**src/rtl/ide_dma_pkg.sv**
```systemverilog
package ide_dma_pkg;
  typedef enum logic [1:0] {
    ST_IDLE,
    ST_ACCT,
    ST_REQ,
    ST_WAIT
  } seq_state_e;

  localparam int unsigned SECT_SHIFT = 9;
  localparam int unsigned BLK_SHIFT  = 11;
endpackage

```
**src/rtl/ide_disk_acct.sv**
```systemverilog
module ide_disk_acct #(
  parameter int unsigned LEN_W  = 16,
  parameter int unsigned SECT_W = 32,
  parameter int unsigned CNT_W  = 16
) (
  input  logic [SECT_W-1:0] sector_i,
  input  logic [CNT_W-1:0]  count_i,
  input  logic [LEN_W-1:0]  bytes_i,
  output logic [SECT_W-1:0] sector_o,
  output logic [CNT_W-1:0]  count_o
);
  import ide_dma_pkg::*;
  localparam int unsigned UP_W = LEN_W + 1;

  logic [UP_W-1:0] up_bytes;
  logic [UP_W-1:0] nsect;

  always_comb begin
    up_bytes = UP_W'(bytes_i) + UP_W'((1 << SECT_SHIFT) - 1);
    nsect    = up_bytes >> SECT_SHIFT;
    sector_o = sector_i + SECT_W'(nsect);
    count_o  = count_i - CNT_W'(nsect);
  end
endmodule

```
**src/rtl/ide_optical_acct.sv**
```systemverilog
module ide_optical_acct #(
  parameter int unsigned LEN_W  = 16,
  parameter int unsigned SECT_W = 32,
  parameter int unsigned PKT_W  = 24
) (
  input  logic [SECT_W-1:0] lba_i,
  input  logic [10:0]       idx_i,
  input  logic [PKT_W-1:0]  pkt_i,
  input  logic [LEN_W-1:0]  bytes_i,
  output logic [SECT_W-1:0] lba_o,
  output logic [10:0]       idx_o,
  output logic [PKT_W-1:0]  pkt_o
);
  import ide_dma_pkg::*;
  localparam int unsigned SUM_W = ((LEN_W > 11) ? LEN_W : 11) + 1;

  logic [SUM_W-1:0] sum;

  always_comb begin
    sum   = SUM_W'(idx_i) + SUM_W'(bytes_i);
    idx_o = sum[10:0];
    lba_o = lba_i + SECT_W'(sum >> BLK_SHIFT);
    pkt_o = pkt_i - PKT_W'(bytes_i);
  end
endmodule

```
**src/rtl/ide_dma_seq.sv**
```systemverilog
module ide_dma_seq #(
  parameter int unsigned ADDR_W = 32,
  parameter int unsigned LEN_W  = 16,
  parameter int unsigned SECT_W = 32,
  parameter int unsigned CNT_W  = 16,
  parameter int unsigned PKT_W  = 24
) (
  input  logic              clk_i,
  input  logic              rst_ni,
  input  logic              cmd_load_i,
  input  logic [SECT_W-1:0] load_sector_i,
  input  logic [CNT_W-1:0]  load_count_i,
  input  logic [PKT_W-1:0]  load_pkt_i,
  input  logic              start_i,
  input  logic              mode_optical_i,
  input  logic              dir_write_i,
  input  logic              media_present_i,
  input  logic [ADDR_W-1:0] desc_addr_i,
  input  logic [LEN_W-1:0]  desc_len_i,
  output logic [ADDR_W-1:0] desc_addr_o,
  output logic              dma_end_o,
  output logic              busy_o,
  output logic              req_valid_o,
  input  logic              req_ready_i,
  output logic [SECT_W-1:0] req_addr_o,
  output logic [LEN_W-1:0]  req_len_o,
  output logic              req_write_o,
  input  logic              done_i,
  input  logic              done_err_i,
  output logic [SECT_W-1:0] sector_o,
  output logic [CNT_W-1:0]  count_o,
  output logic [10:0]       byte_idx_o,
  output logic [PKT_W-1:0]  pkt_left_o,
  output logic              drive_ready_o,
  output logic              irq_o,
  output logic              cmd_ok_o,
  output logic              dma_err_o,
  output logic              io_err_o,
  output logic              not_ready_o
);
  import ide_dma_pkg::*;

  seq_state_e        state_q;
  logic [ADDR_W-1:0] daddr_q;
  logic [LEN_W-1:0]  dlen_q, buf_q;
  logic              opt_q, wr_q;
  logic [SECT_W-1:0] sector_q, raddr_q;
  logic [CNT_W-1:0]  count_q;
  logic [10:0]       idx_q;
  logic [PKT_W-1:0]  pkt_q;
  logic              rdy_q, irq_q;
  logic              end_q, ok_q, derr_q, ioerr_q, nrdy_q;

  logic [SECT_W-1:0] dsec_nx, olba_nx, sec_eff;
  logic [CNT_W-1:0]  dcnt_nx, cnt_eff;
  logic [10:0]       oidx_nx, idx_eff;
  logic [PKT_W-1:0]  opkt_nx, pkt_eff;
  logic              acct, disk_zero, pkt_done, no_media;
  logic [SECT_W-1:0] launch_addr;

  ide_disk_acct #(.LEN_W(LEN_W), .SECT_W(SECT_W), .CNT_W(CNT_W)) disk_acct_i (
    .sector_i(sector_q), .count_i(count_q), .bytes_i(buf_q),
    .sector_o(dsec_nx), .count_o(dcnt_nx)
  );

  ide_optical_acct #(.LEN_W(LEN_W), .SECT_W(SECT_W), .PKT_W(PKT_W)) opt_acct_i (
    .lba_i(sector_q), .idx_i(idx_q), .pkt_i(pkt_q), .bytes_i(buf_q),
    .lba_o(olba_nx), .idx_o(oidx_nx), .pkt_o(opkt_nx)
  );

  // values after this pass's accounting (none on the first pass)
  always_comb begin
    acct    = (buf_q != '0);
    sec_eff = sector_q;
    cnt_eff = count_q;
    idx_eff = idx_q;
    pkt_eff = pkt_q;
    if (acct && !opt_q) begin
      sec_eff = dsec_nx;
      cnt_eff = dcnt_nx;
    end else if (acct) begin
      sec_eff = olba_nx;
      idx_eff = oidx_nx;
      pkt_eff = opkt_nx;
    end
    disk_zero = !opt_q && (cnt_eff == '0);
    pkt_done  = opt_q && (pkt_eff[PKT_W-1] || (pkt_eff == '0));
    no_media  = opt_q && !media_present_i;
    launch_addr = opt_q ? SECT_W'({sec_eff, 2'b00} + (SECT_W+2)'(idx_eff >> SECT_SHIFT))
                        : sec_eff;
  end

  always_ff @(posedge clk_i or negedge rst_ni) begin
    if (!rst_ni) begin
      state_q  <= ST_IDLE;
      daddr_q  <= '0;
      dlen_q   <= '0;
      buf_q    <= '0;
      opt_q    <= 1'b0;
      wr_q     <= 1'b0;
      sector_q <= '0;
      raddr_q  <= '0;
      count_q  <= '0;
      idx_q    <= '0;
      pkt_q    <= '0;
      rdy_q    <= 1'b0;
      irq_q    <= 1'b0;
      end_q    <= 1'b0;
      ok_q     <= 1'b0;
      derr_q   <= 1'b0;
      ioerr_q  <= 1'b0;
      nrdy_q   <= 1'b0;
    end else begin
      end_q   <= 1'b0;
      ok_q    <= 1'b0;
      derr_q  <= 1'b0;
      ioerr_q <= 1'b0;
      nrdy_q  <= 1'b0;
      unique case (state_q)
        ST_IDLE: begin
          if (cmd_load_i) begin
            sector_q <= load_sector_i;
            count_q  <= load_count_i;
            pkt_q    <= load_pkt_i;
            idx_q    <= '0;
            rdy_q    <= 1'b0;
            irq_q    <= 1'b0;
          end else if (start_i) begin
            opt_q   <= mode_optical_i;
            wr_q    <= dir_write_i;
            daddr_q <= desc_addr_i;
            dlen_q  <= desc_len_i;
            buf_q   <= '0;
            state_q <= ST_ACCT;
          end
        end
        ST_ACCT: begin
          sector_q <= sec_eff;
          count_q  <= cnt_eff;
          idx_q    <= idx_eff;
          pkt_q    <= pkt_eff;
          if (disk_zero) begin
            rdy_q <= 1'b1;
            irq_q <= 1'b1;
          end
          ok_q <= pkt_done;
          if (dlen_q == '0) begin
            end_q   <= 1'b1;
            state_q <= ST_IDLE;
          end else begin
            daddr_q <= daddr_q + ADDR_W'(dlen_q);
            dlen_q  <= '0;
            buf_q   <= dlen_q;
            if (no_media) begin
              nrdy_q  <= 1'b1;
              end_q   <= 1'b1;
              state_q <= ST_IDLE;
            end else begin
              raddr_q <= launch_addr;
              state_q <= ST_REQ;
            end
          end
        end
        ST_REQ: if (req_ready_i) state_q <= ST_WAIT;
        ST_WAIT: begin
          if (done_i && done_err_i) begin
            derr_q  <= !opt_q;
            ioerr_q <= opt_q;
            end_q   <= 1'b1;
            state_q <= ST_IDLE;
          end else if (done_i) begin
            state_q <= ST_ACCT;
          end
        end
        default: state_q <= ST_IDLE;
      endcase
    end
  end

  assign desc_addr_o   = daddr_q;
  assign dma_end_o     = end_q;
  assign busy_o        = (state_q != ST_IDLE);
  assign req_valid_o   = (state_q == ST_REQ);
  assign req_addr_o    = raddr_q;
  assign req_len_o     = buf_q;
  assign req_write_o   = wr_q && !opt_q;
  assign sector_o      = sector_q;
  assign count_o       = count_q;
  assign byte_idx_o    = idx_q;
  assign pkt_left_o    = pkt_q;
  assign drive_ready_o = rdy_q;
  assign irq_o         = irq_q;
  assign cmd_ok_o      = ok_q;
  assign dma_err_o     = derr_q;
  assign io_err_o      = ioerr_q;
  assign not_ready_o   = nrdy_q;
endmodule

```
**config.mk**
```make
export PLATFORM = sky130hd
export DESIGN_NAME = ide_dma_seq
export DESIGN_NICKNAME = d
export VERILOG_FILES = /design/src/rtl/ide_dma_pkg.sv /design/src/rtl/ide_disk_acct.sv /design/src/rtl/ide_optical_acct.sv /design/src/rtl/ide_dma_seq.sv
export SDC_FILE = /design/constraint.sdc
export NUM_CORES = 1
export LEC_CHECK = 0
export BUFFER_PORTS_ARGS = -buffer_cell sky130_fd_sc_hd__buf_2
export CORE_ASPECT_RATIO = 0.7
export CORE_UTILIZATION = 55
export CTS_BUF_LIST = sky130_fd_sc_hd__clkbuf_8
export DETAILED_ROUTE_END_ITERATION = 10
export MAX_ROUTING_LAYER = met4
export PLACE_DENSITY_LB_ADDON = 0.15
export REMOVE_ABC_BUFFERS = 1
export SYNTH_ARGS = -nofsm -noshare
export SYNTH_HDL_FRONTEND = slang
export SYNTH_SLANG_ARGS = --single-unit
```
**constraint.sdc**
```tcl
create_clock -name clk_i -period 5.7 [get_ports clk_i]
set_input_delay 0.285 -clock clk_i [delete_from_list [all_inputs] [get_ports clk_i]]
set_output_delay 0.285 -clock clk_i [all_outputs]
set_load 0.05 [all_outputs]
```
### Word level (Yosys, flattened, before mapping)

Index checks and enable logic that the tools add are counted.

* reduce and logical (&&, ||, !) cells: 23
* $mul: 0
* div/mod/pow operators: 0
* magnitude comparators: 0
* shifts and indexed selects: 0
* equality and inequality tests: 12
* multiplexer cells: 50
* bitwise operators: 3
* add/sub/neg operators: 8

Operators with widths (number)
* 2-to-1 mux 32 bit: 7
* 2-to-1 mux 16 bit: 8
* case mux 32 bit (2 select lines): 2
* case mux 16 bit (2 select lines): 3
* 2-to-1 mux 24 bit: 3
* case mux 24 bit (2 select lines): 1
* 2-to-1 mux 11 bit: 3
* adder 32 x 16 -> 32 bit: 1
* adder 32 x 2 -> 32 bit: 1
* adder 32 x 6 -> 32 bit: 1
* adder 32 x 8 -> 32 bit: 1
* zero test 16 bit: 2
* zero test 24 bit: 1
* subtractor 24 x 16 -> 24 bit: 1
* case mux 11 bit (2 select lines): 1
* adder 11 x 16 -> 17 bit: 1
* adder 16 x 9 -> 17 bit, second input constant: 1
* nonzero test 16 bit: 1
* subtractor 16 x 8 -> 16 bit: 1
* 2-to-1 mux 2 bit: 7
* inequality test 2 bit, second input constant: 7
* 2-to-1 mux 1 bit: 12
* AND reduction 4 bit: 3
* AND reduction 3 bit: 3
* other kinds (13): 24

* output and inout port bits: 173
* bits in registers: 189
* bits in writable memories: 0
* input bits: 130
* latch bits: 0
* memories kept: 0
* word-level logic and storage cells: 114
* ROM bits: 0

### Longest topological paths before layout

* depth after elaboration: 7
* mapped depth: 22
* mapped depth without buffers: 21

### Cells and area by module

A second synthesis with hierarchy kept.

* cell total of the unflattened synthesis: 1733
* area total of the unflattened synthesis: 14201.1 µm²

Modules (own cells, without submodules)
* ide_dma_seq: cells an instance 1171, times used 1, sequential area each 4729.5 µm², area an instance 10238.6 µm²
* ide_optical_acct: cells an instance 343, times used 1, sequential area each 0.0 µm², area an instance 2369.8 µm²
* ide_disk_acct: cells an instance 219, times used 1, sequential area each 0.0 µm², area an instance 1592.8 µm²

### Least setup slack after synthesis

No wires, ideal clock.

* path kind: flip-flop to flip-flop
* from: reg buf_q[0] (netlist: req_len_o[0])
* to: reg sector_q[30] (netlist: sector_o[30])
* path buffers: 0
* library setup time: 0.126 ns
* stages on the path, launching flop included: 22
* slack: 0.659 ns
* arrival time: 4.915 ns
* required time: 5.574 ns
* clock period less this slack: 5.041 ns
* cell sequence: dfrtp_1 ha_1 fa_1 a21o_1 a21oi_1 nor2_1 o21a_1 o41ai_1 o21a_1 nor2b_1 o21ai_0 xnor2_1 fa_1 a211oi_1 o21bai_1 a21oi_1 o32ai_2 and3_1 and2b_4 nand2_1 nor3b_1 a221o_1

* longest elaborated chain between the ends: 5
* elaborated cells between the ends (all ways): 9
* classes of those cells: add/sub (4); mux (3); reduce/logical (2)

RTL lines
* start, declared: line ide_dma_seq.sv:45 `logic [LEN_W-1:0] dlen_q, buf_q;`
* start signal, assigned: line ide_dma_seq.sv:153 `buf_q <= dlen_q;`
* adder 11 x 16 -> 17 bit: line ide_optical_acct.sv:20 `sum = SUM_W'(idx_i) + SUM_W'(bytes_i);`
* adder 32 x 6 -> 32 bit: line ide_optical_acct.sv:22 `lba_o = lba_i + SECT_W'(sum >> BLK_SHIFT);`
* 2-to-1 mux 32 bit: line ide_dma_seq.sv:81 `end else if (acct) begin`
* 2-to-1 mux 32 bit *: line ide_dma_seq.sv:78 `if (acct && !opt_q) begin`
* case mux 32 bit (2 select lines) *: line ide_dma_seq.sv:119 `unique case (state_q)`
* end signal, assigned: line ide_dma_seq.sv:122 `sector_q <= load_sector_i;`
* end, declared: line ide_dma_seq.sv:47 `logic [SECT_W-1:0] sector_q, raddr_q;`

Every way passes the cells marked *; elsewhere a longest branch is shown, timed or not.
A chain may end at the register's enable or synchronous reset.

### Worst setup path in the final report

* from: reg buf_q[1] (netlist: req_len_o[1])
* to: reg raddr_q[14] (netlist: req_addr_o[14])

* longest elaborated chain between the ends: 6
* elaborated cells between the ends (all ways): 12
* classes of those cells: add/sub (5); mux (5); reduce/logical (2)

RTL lines
* adder 11 x 16 -> 17 bit: line ide_optical_acct.sv:20
* adder 32 x 6 -> 32 bit: line ide_optical_acct.sv:22
* 2-to-1 mux 32 bit: line ide_dma_seq.sv:81
* 2-to-1 mux 32 bit: line ide_dma_seq.sv:78
* adder 32 x 2 -> 32 bit: line ide_dma_seq.sv:89 `launch_addr = opt_q ? SECT_W'({sec_eff, 2'b00} + (SECT_W+2)'(idx_eff >> SECT_SHIFT))`
* 2-to-1 mux 32 bit *: line ide_dma_seq.sv:89
* end signal, assigned: line ide_dma_seq.sv:159 `raddr_q <= launch_addr;`
* end, declared: line ide_dma_seq.sv:47

Every way passes the cells marked *; elsewhere a longest branch is shown, timed or not. The select of a mux whose other input is x is not followed.

==> flow_summary_export.csv <==
group,metric,value,unit
outcome,status,"finished clean",
cells_and_area,final_nets,2030,
logic_synthesis,synth_edf_count,0,
sta,clock-skew-final,26.1,ps
floorplan,rows,46,
floorplan,io_pins,303,
routing,wl_per_cell,19.4,um
routing,wirelength,41700,um
worst_setup_path,r2r-start,"req_len_o[1]",
global_route,overflow,0,
floorplan,chipHeight,131,um
worst_setup_path,crit_family,"compound AO/OA/AOI/OAI gates",
placed_design,gp_congestion,0.976,
sta,tns,0,ps
clock_tree,cts_root_buf,"clkbuf_8",
worst_setup_path,critPathBufInv,1,
min_path,worstHoldPathCells,3,
logic_synthesis,ys_seq_area_share,36.3,%
min_path,hp-class,"in2reg",
cells_and_area,area_growth,18.1,%
routing,final_antenna_net_count,0,
sta,period_share,92.8,%
worst_setup_path,arrival,5660,ps
placed_design,dp_hpwl,30200,um
worst_setup_path,worstReg2RegEnd,"req_addr_o[14]",
sta,setup_violations,0,
cells_and_area,fin_util,67.1,%
sta,worst_slew_pin_slew,1220,ps
clock_tree,tritoncts,"done",
logic_synthesis,synth_ff_type,"dfrtp_1",
worst_setup_path,cp_max_fo,7,
routing,drt-pass1-iter-count,7,
global_route,grt_pass1_wl,64600,um
logic_synthesis,synthCells,1554,
floorplan,dieWidth,186,um
worst_setup_path,cp.required,6070,ps
clock_tree,numCtsBuffers,17,
routing,drc,0,
floorplan,die_area,24300,um2
min_path,worstHoldEndpoint,"pkt_left_o[22]",
cells_and_area,antennaDiodeCount,0,
clock_tree,cts.htree.levels,4,
floorplan,core,22900,um2
placed_design,placed_cell_area,14700,um2
clock_tree,numClockSinks,189,
global_route,grt_usage,35.5,%
clock_tree,clk_pin_slew_worst_paths,110,ps
global_route,grt_pass1_vias,11878,
logic_synthesis,synth-async-reset-ratio,100,%
clock_tree,clockBufferDepth,2,
worst_setup_path,max_stage_delay,460,ps
min_path,worstHoldStart,"load_pkt_i[22]",
sta,slew_viol_final,0,
floorplan,initial_core_util,56.8,%
logic_synthesis,yosysWarnings,0,
logic_synthesis,synth.distinct_cells,91,
logic_synthesis,ys_ff_latch,189,
sta,slew_headroom,18.8,%
flow_run,drv_cap,0,
worst_setup_path,critPathSlowestCell,"dfrtp_1",
sta,rsz0062_at_grt,"no",
worst_setup_path,worstSetupPathType,"reg2reg",
sta,finalHoldViolCount,0,
routing,viasPerCell,6.12,
logic_synthesis,syn-cell-area,13000,um2
sta,max_freq,189,MHz
cells_and_area,postLayoutCellArea,15400,um2
worst_setup_path,worstPathCellList,"ha_1 -> a21o_1 -> a21oi_1 -> nor2b_1 -> o21a_1 -> o41ai_1 -> o21ai_0 -> a31o_2 -> xnor2_1 -> ha_1 -> fa_1 -> a211oi_1 -> o21bai_1 -> a21oi_1 -> buf_4 -> o32ai_2 -> nand3_1 -> nor2_1 -> xnor2_1 -> nor2_1 -> a211o_1",
global_route,antenna_found_initial,0,
sta,period_minus_slack,5290,ps
worst_setup_path,r2r_setup_slack,410,ps
worst_setup_path,cp-start-kind,"flip-flop",
worst_setup_path,r2r_cells,21,
global_route,grt_max_degree,87,
routing,drt_iter0_drc,1228,
logic_synthesis,avgSynthCellArea,8.38,um2
placed_design,io_buffer_count,302,
routing,vias,13188,
clock_tree,clk_latency,500,ps
worst_setup_path,end_kind,"flip-flop",
cells_and_area,fillCellCount,1992,
cells_and_area,drive_gt1_share,21.7,%
-- flip-flops by register name, indices dropped and copies added, names as in the netlist, named ones only --
signal,cells
desc_addr_o,32
req_addr_o,32
sector_o,32
pkt_left_o,24
count_o,16
dlen_q,16
req_len_o,16
byte_idx_o,11
cmd_ok_o,1
dma_end_o,1
dma_err_o,1
io_err_o,1
irq_o,1
not_ready_o,1
opt_q,1
state_q,1
wr_q,1
-- synthesized netlist by cell type, types with 5 or more instances --
cell type / number / area, um2
a211o_1: 5 / 43.8
a211oi_1: 21 / 158
a21o_1: 24 / 180
a21oi_1: 93 / 465
a221o_1: 14 / 140
a222oi_1: 6 / 60.1
a22o_1: 7 / 61.3
a22oi_1: 17 / 128
a31oi_1: 21 / 131
and2_1: 14 / 87.6
and3_1: 31 / 194
buf_1: 5 / 18.8
clkbuf_1: 80 / 300
dfrtp_1: 189 / 4730
fa_1: 6 / 120
ha_1: 65 / 813
inv_1: 58 / 218
mux2_2: 5 / 56.3
mux2i_1: 13 / 130
nand2_1: 237 / 890
nand2b_1: 10 / 62.6
nand3_1: 40 / 200
nand4_1: 5 / 31.3
nor2_1: 109 / 409
nor2b_1: 14 / 87.6
nor3_1: 41 / 205
nor3b_1: 5 / 37.5
nor4_1: 14 / 87.6
o211ai_1: 13 / 97.6
o21a_1: 20 / 150
o21ai_0: 145 / 726
o21bai_1: 5 / 37.5
o221ai_1: 11 / 96.3
o22ai_1: 15 / 93.8
o311ai_0: 12 / 105
o31ai_1: 10 / 75.1
or2_2: 5 / 31.3
or3_1: 13 / 81.3
xnor2_1: 51 / 447
xor2_1: 27 / 236
-- cell families (layout without fill, tap and decap cells) --
family	Yosys count	count (layout)	synth area share (%)
simple gates	555	555	19.8
flops	189	189	36.3
compound gates	495	495	25.6
buf+inv	147	435	4.28
mux	19	19	1.60
xor+xnor	78	78	5.25
fa+ha+maj	71	71	7.17
-- what timing repair did --
item,CTS,global route
buffers inserted,0,0
endpoints found under the hold margin,108,0
resized for setup,0,4
hold buffers,25,0
endpoints found under the setup margin,0,34
-- worst min-delay path: stages --
cell	delay (ps)
buf_2	80
a21oi_1	50
nand2_1	70
-- metrics by stage --
stage / worst slack [ps] / instances / hold WS, ps
floorplan: 634 / 1467 / -10.6
global placement: 356 / 2097 / 380
detailed placement: 173 / 2097 / 382
CTS: 125 / 2154 / 1.84
global route: 16.9 / 2154 / 4.31
finish: 413 / 2154 / 22.1
-- per-layer routing --
layer	up-vias	share of wire [%]	GRT usage (%)
met1	6244	46	50.8
met3	81	9.8	7.48
li1	6215	-	-
met2	648	42	49.9
met5	-	0	-
met4	0	2.3	11.0
-- how the worst max path moves through the flow --
| stage | startpoint | end | slack [ps] | cells after the start |
|---|---|---|---|---|
| final | req_len_o[1] | req_addr_o[14] | 410 | 21 |
| after global routing | req_len_o[0] | sector_o[12] | 20 | 22 |
| after CTS | req_len_o[0] | sector_o[19] | 120 | 21 |
| after detailed placement | req_len_o[0] | sector_o[19] | 170 | 21 |
| after global placement | req_len_o[0] | req_addr_o[23] | 360 | 20 |
| after floorplan | req_len_o[0] | sector_o[30] | 630 | 21 |
-- placed cells by master (no fill, tap or decap), types with 7 or more instances in the layout --
master,count
nor2b_1,13
a22oi_1,17
nor2_1,107
o31ai_1,10
o221ai_1,11
mux2i_1,13
nand3_1,40
nand2b_1,9
a221o_1,14
and3_1,31
clkbuf_8,20
nor3_1,40
a22o_1,7
inv_1,58
a21oi_1,93
xor2_1,27
o21ai_0,144
dfrtp_1,188
dlygate4sd3_1,25
ha_1,65
o21a_1,20
o311ai_0,12
o22ai_1,15
a21o_1,24
buf_4,16
nor4_1,14
and2_1,13
o211ai_1,13
buf_2,301
nand2_1,237
or3_1,13
a31oi_1,21
xnor2_1,51
a211oi_1,21
-- final cells by class --
class,count,area [um2],area share [%]
clock buffers,19,262,1.70
clock inverters,13,103,0.667
inverters,60,225,1.46
multi-input cells,1218,7780,50.6
flip-flops and latches,189,4730,30.8
well taps,312,390,2.54
repair buffers,343,1890,12.3
Power is left out: the tool's default activity adds up to more than one toggle a clock period on the data nets, which glitch-free logic cannot reach.
